===== config.mk =====
export PLATFORM = sky130hd
export DESIGN_NAME = pmode_ctrl
export DESIGN_NICKNAME = d
export VERILOG_FILES = /design/src/rtl/pmode_ctrl.sv
export SDC_FILE = /design/constraint.sdc
export NUM_CORES = 1
export LEC_CHECK = 0
export ABC_CLOCK_PERIOD_IN_PS = 2400
export BUFFER_PORTS_ARGS = -buffer_cell sky130_fd_sc_hd__buf_2
export CAP_MARGIN = 25
export CELL_PAD_IN_SITES_DETAIL_PLACEMENT = 2
export CELL_PAD_IN_SITES_GLOBAL_PLACEMENT = 2
export CORE_MARGIN = 2
export CORE_UTILIZATION = 25
export CTS_BUF_LIST = sky130_fd_sc_hd__clkbuf_8
export DETAILED_ROUTE_END_ITERATION = 12
export PLACE_DENSITY_LB_ADDON = 0.1
export SLEW_MARGIN = 20
export SYNTH_ARGS = -nofsm -noshare
export SYNTH_HDL_FRONTEND = slang
export SYNTH_SLANG_ARGS = --single-unit

===== constraint.sdc =====
create_clock -name clk -period 2.4 [get_ports clk]
set_input_delay 0.48 -clock clk [delete_from_list [all_inputs] [get_ports clk]]
set_output_delay 0.48 -clock clk [all_outputs]
set_load 0.05 [all_outputs]

===== src/rtl/pmode_ctrl.sv =====
module pmode_ctrl #(
  parameter logic [7:0] PCON_ADDR = 8'h87,
  parameter logic [7:0] STAT_ADDR = 8'h8F,
  parameter int         P1W       = 4,
  parameter int         RST_CYC   = 4
) (
  input  logic           clk,
  input  logic           rst_n,
  input  logic [7:0]     sfr_addr,
  input  logic           sfr_we,
  input  logic [7:0]     sfr_wdata,
  output logic [7:0]     sfr_rdata,
  input  logic           fetch_strobe,
  input  logic           irq_pending,
  input  logic           minute_tick,
  input  logic           wake_evt,
  input  logic [P1W-1:0] p1_lvl,
  input  logic           supply_good,
  input  logic           core_ale,
  input  logic           core_psen,
  output logic           cpu_clk_en,
  output logic           per_clk_en,
  output logic           dcdc_en,
  output logic           core_rst,
  output logic           uart_x2,
  output logic           sync_out,
  output logic           sync_oe,
  output logic           ale_pin,
  output logic           psen_pin
);

  localparam int CW = $clog2(RST_CYC + 1);
  localparam logic [7:0] KEEP_MASK = 8'hEF;

  typedef enum logic [2:0] {M_RUN, M_IDLE, M_PD, M_RAMP, M_RST} mode_t;

  mode_t          mode_q, mode_d;
  logic [7:0]     pcon_q;
  logic [CW-1:0]  cnt_q;
  logic           min_q, wk_q, sync_q;

  wire wr_ok    = sfr_we && (mode_q == M_RUN);
  wire wr_pcon  = wr_ok && (sfr_addr == PCON_ADDR);
  wire wr_stat  = wr_ok && (sfr_addr == STAT_ADDR);
  wire wake_any = minute_tick | wake_evt | (|p1_lvl);
  wire restart  = (mode_q == M_RAMP) && supply_good;

  always_comb begin
    mode_d = mode_q;
    case (mode_q)
      M_RUN:  if (wr_pcon && sfr_wdata[1]) mode_d = M_PD;
              else if (wr_pcon && sfr_wdata[0]) mode_d = M_IDLE;
      M_IDLE: if (irq_pending) mode_d = M_RUN;
      M_PD:   if (wake_any) mode_d = M_RAMP;
      M_RAMP: if (supply_good) mode_d = M_RST;
      M_RST:  if (cnt_q == '0) mode_d = M_RUN;
      default: mode_d = M_RUN;
    endcase
  end

  always_ff @(posedge clk or negedge rst_n) begin
    if (!rst_n) begin
      mode_q <= M_RUN;
      cnt_q  <= '0;
    end else begin
      mode_q <= mode_d;
      if (restart) cnt_q <= CW'(RST_CYC - 1);
      else if (mode_q == M_RST && cnt_q != '0) cnt_q <= cnt_q - 1'b1;
    end
  end

  always_ff @(posedge clk or negedge rst_n) begin
    if (!rst_n) pcon_q <= '0;
    else if (restart) pcon_q <= '0;
    else if (wr_pcon) pcon_q <= sfr_wdata & KEEP_MASK;
    else if (mode_q == M_IDLE && irq_pending) pcon_q[0] <= 1'b0;
  end

  always_ff @(posedge clk or negedge rst_n) begin
    if (!rst_n) begin
      min_q  <= 1'b0;
      wk_q   <= 1'b0;
      sync_q <= 1'b0;
    end else begin
      min_q <= minute_tick | (min_q & ~(wr_stat & sfr_wdata[0]));
      wk_q  <= wake_evt    | (wk_q  & ~(wr_stat & sfr_wdata[1]));
      if (restart) sync_q <= 1'b0;
      else if (fetch_strobe) sync_q <= ~sync_q;
    end
  end

  assign sfr_rdata  = (sfr_addr == PCON_ADDR) ? pcon_q :
                      (sfr_addr == STAT_ADDR) ? {6'b0, wk_q, min_q} : 8'h00;
  assign cpu_clk_en = (mode_q == M_RUN);
  assign per_clk_en = (mode_q == M_RUN) || (mode_q == M_IDLE);
  assign dcdc_en    = (mode_q != M_PD);
  assign core_rst   = (mode_q == M_RST);
  assign uart_x2    = pcon_q[7];
  assign sync_oe    = pcon_q[5];
  assign sync_out   = sync_q;
  assign ale_pin    = (mode_q == M_RUN) ? core_ale  : (mode_q == M_IDLE);
  assign psen_pin   = (mode_q == M_RUN) ? core_psen : (mode_q == M_IDLE);

endmodule



## Word-level counts from Yosys, hierarchy flattened

Index checks and enable logic that the tools add are counted.

- Input bits: 30
- Memories: 0
- Latch bits: 0
- Memory bits (writable): 0
- ROM bits: 0
- Flip-flop bits (word level): 17
- Logic and storage cells: 68

- Bitwise gates (word level): 11
- Reduce and logical (&&, ||, !) cells: 18
- $add $sub $neg: 1
- $lt $le $gt $ge: 0
- Mux-type cells: 19
- Shift operators: 0
- Equal/unequal tests: 12
- Div/mod/pow operators: 0
- $mul: 0

Operators with widths:

| kind | count |
|---|---|
| $mux W3 | 8 |
| $eq A8 B8 Y1 const B | 2 |
| $mux W8 | 2 |
| $pmux W3 S5 | 1 |
| $logic_and A1 B1 Y1 | 8 |
| $mux W7 | 1 |
| $eq A3 B2 Y1 const B | 2 |
| $logic_not A3 Y1 | 2 |
| $mux W1 | 6 |
| $ne A2 B2 Y1 const B | 3 |
| $reduce_bool A2 Y1 | 3 |
| $reduce_bool A3 Y1 | 2 |
| $reduce_and A5 Y1 | 1 |
| $and A1 B1 Y1 | 4 |
| $or A1 B1 Y1 | 4 |
| $reduce_or A4 Y1 | 1 |
| $eq A3 B1 Y1 const B | 1 |
| $eq A3 B3 Y1 const B | 1 |
| $ne A3 B1 Y1 const B | 1 |
| $ne A3 B2 Y1 const B | 1 |
| $not A1 Y1 | 3 |
| $sub A3 B1 Y3 const B | 1 |
| $mux W2 | 1 |
| $ne A2 B1 Y1 const B | 1 |
| $logic_or A1 B1 Y1 | 1 |

## Logic depth before layout (Yosys ltp)

Gate-level depths: netlist (run 1).

- Depth after elaboration: 7
- Mapped depth: 8

## Worst setup path after synthesis (run 1)

Ideal clock, no wire load.

- Path type: register to register
- From: register mode_q[0]
- To: register mode_q[0]
- Setup time: 127 ps
- Required time: 2273 ps
- Setup slack: -25 ps
- Stages on the path, launching flop included: 5
- Buffers on the path: 1
- Arrival: 2298 ps
- Path through: dfrtp_1 buf_2 nor3_1 a211oi_2 o32a_2

- Word-level cells in the longest chain between the ends: 6
- Elaborated cells between the ends (all ways): 17

RTL lines:

| what | line | RTL |
|---|---|---|
| start: declaration | 37 | `mode_t mode_q, mode_d;` |
| start signal: assignment | 66 | `mode_q <= mode_d;` |
| $logic_not A3 Y1 (*) | -- |  |
| named net cpu_clk_en | 21 | `output logic cpu_clk_en,` |
| $logic_and A1 B1 Y1 | 42 | `wire wr_ok = sfr_we && (mode_q == M_RUN);` |
| $logic_and A1 B1 Y1 | 43 | `wire wr_pcon = wr_ok && (sfr_addr == PCON_ADDR);` |
| $logic_and A1 B1 Y1 (on tied branches) | 51, 52 |  |
| $ne A3 B1 Y1 (no line) or $mux W3 (tied branches) | -- |  |
| $reduce_and A5 Y1 (no line) or $pmux W3 S5 (tied branches) | -- |  |

The timed path passes the listed nets; every way through them passes the cells marked *.
A chain may end at the register's enable or synchronous reset.

## Worst setup path in the final report (run 1)

- From: input port sfr_addr[6]
- To: output port sfr_rdata[5]

- Word-level cells in the longest chain between the ends: 2

RTL lines:

| what | line | RTL |
|---|---|---|
| start: declaration | 9 | `input logic [7:0] sfr_addr,` |
| $eq A8 B8 Y1 | 92 | `assign sfr_rdata = (sfr_addr == PCON_ADDR) ? pcon_q :` |
| $mux W8 | 92 |  |
| end: declaration | 12 | `output logic [7:0] sfr_rdata,` |

No other way between the ends.

==> results of run 1 <==
-- cell type report --
class / instances / area [um^2] / share of cell area (%)
Inverter: 7 / 26.3 / 2.08
Multi-Input combinational cell: 73 / 475 / 37.6
Timing Repair Buffer: 47 / 248 / 19.6
Sequential cell: 16 / 400 / 31.7
Tap cell: 48 / 60.1 / 4.75
Clock buffer: 4 / 55.1 / 4.35
-- worst max-delay path by stage --
| stage | startpoint | end | slack, ps | cells past startpoint |
|---|---|---|---|---|
| detailed placement | sfr_addr[6] | sfr_rdata[0] | 30 | 6 |
| finish | sfr_addr[6] | sfr_rdata[5] | 80 | 6 |
| CTS | sfr_addr[6] | sfr_rdata[0] | 20 | 6 |
| global route | sfr_addr[6] | sfr_rdata[3] | 9 | 6 |
| floorplan | sfr_addr[6] | sfr_rdata[0] | 80 | 3 |
| global placement | sfr_addr[6] | sfr_rdata[1] | 50 | 6 |
-- sequential cells by signal, summed over array words and instances (netlist names) --
| register | count |
|---|---|
| mode_q | 3 |
| cnt_q | 3 |
| min_q | 1 |
| sync_out | 1 |
| wk_q | 1 |
| pcon_q | 7 |
-- placed cells by master, fill, tap and decap left out, types with 2 or more instances in the layout --
cell,netlist,layout
a21o_1,2,2
a22o_1,2,2
and2_1,7,7
buf_2,2,42
buf_4,1,4
clkbuf_8,0,4
dfrtp_1,16,16
ha_1,2,2
inv_1,7,7
nand2_1,18,18
nand4_1,2,2
nand4b_1,2,2
nor2_1,2,2
nor3_2,0,2
o21a_1,2,2
o21ai_0,10,10
or4b_1,2,2
-- per-stage QoR --
stage / instance area (um^2) / hold WS (ps) / utilization, % / power (mW)
floorplan: 926 / 184 / - / 0.555
global placement: 1200 / 423 / 33.3 / 0.624
detailed placement: 1200 / 424 / 33.3 / 0.634
CTS: 1250 / 151 / 34.8 / 0.877
global route: 1260 / 173 / 35.1 / 0.911
finish: 1260 / 140 / 35.1 / 0.862
-- power by group through the flow --
stage	Sequential (mW)	Clock [mW]	Combinational, mW
floorplan	0.353	0	0.202
global placement	0.338	0	0.286
detailed placement	0.341	0	0.293
CTS	0.337	0.244	0.295
global route	0.344	0.252	0.315
finish	0.336	0.236	0.291
-- kinds of logic after synthesis --
family | count (synthesis)
muxes | 2
other | 1
DFF | 16
and+or+nand+nor | 44
AOI/OAI and AO/OA | 22
buffers and inverters | 13
adders and majority gates | 2
xor gates and xnor gates | 2
-- layer usage --
| layer | vias up | track usage [%] |
|---|---|---|
| met5 | - | 0 |
| met4 | 0 | 5.59 |
| met3 | 6 | 2.26 |
| met2 | 38 | 27.3 |
| met1 | 463 | 16.0 |
| li1 | 446 | - |
==> flow_metrics.env, run 1 <==
export IMPL_total_leakage_power_nw=0.605
export IMPL_syn_inst=102
export IMPL_reg2reg_from="cnt_q[0]"
export IMPL_critPathTopFamily="simple AND/OR/NAND/NOR gates"
export IMPL_outcome="finished, final reports clean"
export IMPL_slowest_delay_ps=560
export IMPL_r2r_end="mode_q[0]"
export IMPL_hold_viol=0
export IMPL_stdcell_count=195
export IMPL_postRouteAntennaNets=0
export IMPL_dr_max_layer_used="met4"
export IMPL_synth_distinct_cells=36
export IMPL_post_place_ws_ps=27.9
export IMPL_critPathRequiredTime_ps=1920
export IMPL_drive_gt1_share_pct=39.5
export IMPL_fin_skew_ps=4.44
export IMPL_cts_max_path_buffers=2
export IMPL_drtPass1Iterations=3
export IMPL_wl_met2_mm=1.33
export IMPL_setup_tns_ps=0
export IMPL_avgViaCountPerCell=4.89
export IMPL_fillers=422
export IMPL_ys_seq_elements=16
export IMPL_cp_arrival_ps=1840
export IMPL_p_sw_uw=320
export IMPL_die_h_um=64.7
export IMPL_synth_fa_ha_area_share_pct=2.72
export IMPL_start_util_pct=25.5
export IMPL_place_inst=191
export IMPL_root_buffer="clkbuf_8"
export IMPL_antenna_found_initial=0
export IMPL_yosys_area_top_type="dfrtp_1"
export IMPL_syn_num_nets=134
export IMPL_worstMarginPinSlew_ps=589
export IMPL_cts_sinks=16
export IMPL_rrSetupSlack_ps=390
export IMPL_crit_top_cell="buf_2"
export IMPL_p_comb_share_pct=33.7
export IMPL_yosysMostFrequentCell="nand2_1"
export IMPL_rows=22
export IMPL_cts_hold_buf=0
export IMPL_area_growth_pct=37.4
export IMPL_numCtsBuffers=3
export IMPL_ys_async_sr_fraction_pct=100
export IMPL_worst_setup_path_type="in2out"
export IMPL_drt_iter0_drc=13
export IMPL_cts_tree="done"
export IMPL_dp_hpwl_mm=2.14
export IMPL_r2r_cells=7
export IMPL_synth_xor_area_share_pct=1.90
export IMPL_synthSimpleGateAreaFrac_pct=27.0
export IMPL_timing_final_ws_setup_ps=84.9
export IMPL_slew_headroom_pct=60.5
export IMPL_synth_commonest_cells="nand2_1, dfrtp_1, o21ai_0"
export IMPL_first_global_vias=1046
export IMPL_fin_crit_sh_pct=96.5
export IMPL_grt_overflow_total=0
export IMPL_io_pins=47
export IMPL_synth_warnings=0
export IMPL_syn_area_per_cell_um2=9.03
export IMPL_clk_latency_ps=250
export IMPL_path_buf_inv=3
export IMPL_setup_violations=0
export IMPL_detail_route_wirelength_mm=2.73
export IMPL_io_buffers=44
export IMPL_cp_end_kind="primary output"
export IMPL_post_cts_buffers=0
export IMPL_die_x_um=64.7
export IMPL_hold_path_class="in2async"
export IMPL_power_internal_uw=542
export IMPL_drc=0
export IMPL_wl_met1_mm=1.15
export IMPL_path_cells="buf_2, or4b_4, nor2_1, buf_4, and2_1, buf_2"
export IMPL_p_clk_share_pct=27.3
export IMPL_synth_area_um2=921
export IMPL_yosysSeqAreaShare_pct=43.5
export IMPL_synth_top_family_by_area="simple AND/OR/NAND/NOR gates"
export IMPL_gp_congestion=0.635
export IMPL_maxSlewViolCount=0
export IMPL_powerDensity_nw_per_um2=682
export IMPL_cts_repair_resized=0
export IMPL_cp_start_kind="input pin"
export IMPL_cp_max_fo=8
export IMPL_ys_top_cells_by_area="dfrtp_1, nand2_1, o21ai_0"
export IMPL_die_area_um2=4180
export IMPL_yosys_most_used_dff="dfrtp_1"
export IMPL_cap_violations=0
export IMPL_clk_pin_slew_ps=60
export IMPL_synth_compound_area_share_pct=16.2
export IMPL_dr_wl_met3_um=190
export IMPL_seq_power_share_pct=39.0
export IMPL_wl_per_cell_um=14.0
export IMPL_h_tree_depth=1
export IMPL_diodes=0
export IMPL_critPathSlowestCell="or4b_4"
export IMPL_rsz0062_at_grt="no"
export IMPL_core_area_um2=3610
export IMPL_period_minus_slack_ps=2320
export IMPL_ir_worst_vdd_v=0.000376
export IMPL_max_freq_mhz=432
export IMPL_synth_top_area_share_pct=43.5
export IMPL_vias=953
export IMPL_nNetsFinal=180
export IMPL_swShare_pct=37.2
export IMPL_grt_usage_pct=14.4
export IMPL_synth_edf_count=0
export IMPL_synthMuxAreaShare_pct=2.31
export IMPL_grt_pass1_wl_mm=4.71
export IMPL_grt_max_degree=17
Note: power is estimated with default switching activity, not from simulation.
==> run 2, diff against run 1 <==
RECOVER_POWER = 100   (was not set)
==> run 2 against run 1 <==
- wire length is 0.48% lower
- die area stayed put
- largest power group unchanged
- critical path depth stayed put
- utilization is 1.0 points lower
- global-route usage stayed put
- worst hold slack better by 190 ps
- clock skew hardly changed
- count of clock-buffer cells in the layout stayed put
- combinational power is 5% lower
- sequential power hardly changed
- highest routed layer unchanged
==> flow_metrics.env, run 2 (same netlist as run 1, synthesis figures left out) <==
export IMPL_outcome="finished, final reports clean"
export IMPL_detail_route_wirelength_mm=2.72
export IMPL_path_buf_inv=3
export IMPL_die_x_um=64.7
export IMPL_largest_reg_flops=7
export IMPL_root_buffer="clkbuf_8"
export IMPL_grt_usage_pct=14.4
export IMPL_drt_iter0_drc=18
export IMPL_worst_setup_path_type="in2out"
export IMPL_place_area_um2=1200
export IMPL_die_area_um2=4180
export IMPL_setup_tns_ps=0
export IMPL_grt_pass1_wl_mm=4.71
export IMPL_diodes=0
export IMPL_die_h_um=64.7
export IMPL_critPathTopFamily="simple AND/OR/NAND/NOR gates"
export IMPL_cts_max_path_buffers=2
export IMPL_path_cells="buf_2, or4b_4, nor2_1, buf_4, and2_1, clkbuf_2"
export IMPL_fin_crit_sh_pct=96.5
export IMPL_period_minus_slack_ps=2320
export IMPL_drc=0
export IMPL_total_leakage_power_nw=0.567
export IMPL_maxSlewViolCount=0
export IMPL_drive_gt1_share_pct=29.9
export IMPL_core_area_um2=3610
export IMPL_drtPass1Iterations=3
export IMPL_cp_max_fo=8
export IMPL_ir_worst_vdd_v=0.000368
export IMPL_final_common_cell="buf_2"
export IMPL_cp_arrival_ps=1840
export IMPL_h_tree_depth=1
export IMPL_cap_violations=0
export IMPL_max_freq_mhz=432
export IMPL_power_uw=847
export IMPL_start_util_pct=25.5
export IMPL_powerDensity_nw_per_um2=689
export IMPL_cts_tree="done"
export IMPL_critPathSlowestCell="or4b_4"
export IMPL_cp_end_kind="primary output"
export IMPL_top_register="pcon_q"
export IMPL_clk_pin_slew_ps=60
export IMPL_antenna_found_initial=0
export IMPL_fillers=432
export IMPL_hold_path_class="in2async"
export IMPL_rows=22
export IMPL_numCtsBuffers=3
export IMPL_fin_skew_ps=4.49
export IMPL_vias=947
export IMPL_postRouteAntennaNets=0
export IMPL_avgViaCountPerCell=4.86
export IMPL_grt_max_degree=17
export IMPL_cts_sinks=16
export IMPL_stdcell_area_um2=1230
export IMPL_first_global_vias=1046
export IMPL_io_buffers=44
export IMPL_critPathRequiredTime_ps=1920
export IMPL_hold_viol=0
export IMPL_cp_start_kind="input pin"
export IMPL_grt_overflow_total=0
export IMPL_wl_per_cell_um=13.9
export IMPL_setup_violations=0
export IMPL_slew_headroom_pct=41.0
export IMPL_area_growth_pct=33.4
export IMPL_largestRegisters="pcon_q x7, cnt_q x3, mode_q x3"
export IMPL_clk_latency_ps=250
export IMPL_nNetsFinal=180
export IMPL_slowest_delay_ps=550
export IMPL_dp_hpwl_mm=2.14
export IMPL_gp_congestion=0.635
export IMPL_rsz0062_at_grt="no"
export IMPL_layout_common_cells="buf_2, nand2_1, dfrtp_1, o21ai_0, clkbuf_1"
export IMPL_io_pins=47
export IMPL_worstMarginPinSlew_ps=885
export IMPL_cts_hold_buf=0
run 2: changes by cell type in the layout (fill, tap and decap cells not counted), sizes merged:
cell    before  now
clkbuf       5   19
buf         46   32
run 2: per-stage QoR:
step	hold slack [ps]	utilization [%]	instances	setup WS, ps
floorplan	184	-	102	76.0
global placement	423	33.3	191	49.4
detailed placement	424	33.3	191	27.9
CTS	151	34.8	195	15.7
global route	414	34.1	195	11.0
finish	327	34.1	195	83.8
run 2: final cells by class:
cell class / instances / area [um^2] / share of cell area [%]
clock buffer: 4 / 55.1 / 4.48
timing repair buffer: 47 / 233 / 18.9
inverter: 7 / 26.3 / 2.14
tap: 48 / 60.1 / 4.89
multi-input combinational: 73 / 454 / 37.0
sequential: 16 / 400 / 32.6
run 2: path summary, 6_finish.rpt:
| kind | startpoint | to | slack [ps] | cells past startpoint |
|---|---|---|---|---|
| setup reg to reg | mode_q[0] | mode_q[1] | 320 | 5 |
| max in group asynchronous | rst_n | mode_q[1] | 1530 | 1 |
| min in group clk | minute_tick | min_q | 420 | 2 |
| setup / recovery | sfr_addr[6] | sfr_rdata[5] | 80 | 6 |
| hold / removal | rst_n | wk_q | 330 | 1 |
| hold reg to reg | wk_q | wk_q | 480 | 1 |
run 2: power by group:
group	total (mW)	switching, mW	internal, mW
clock	0.236	0.0906	0.145
combinational	0.276	0.191	0.0857
sequential	0.335	0.0361	0.299
run 2: worst reg2reg max path, cell delays in order (launching register included):
cell and delay [ps]:
dfrtp_1 490, or4b_1 550, nor4_1 190, clkbuf_1 480, a21oi_1 140, mux2i_1 150
run 2: what timing repair did:
item                       in CTS  in global routing
setup endpoints to repair       0                  2
resized for setup               0                  4
hold endpoints to repair        0                  0
setup buffers                   0                  0
run 2: metal layers:
layer	track usage (%)	part of all wire [%]	up-vias
met1	16.0	43	461
li1	-	-	446
met2	27.3	49	36
met4	5.59	1.3	0
met5	0	0	-
met3	2.26	6.8	4
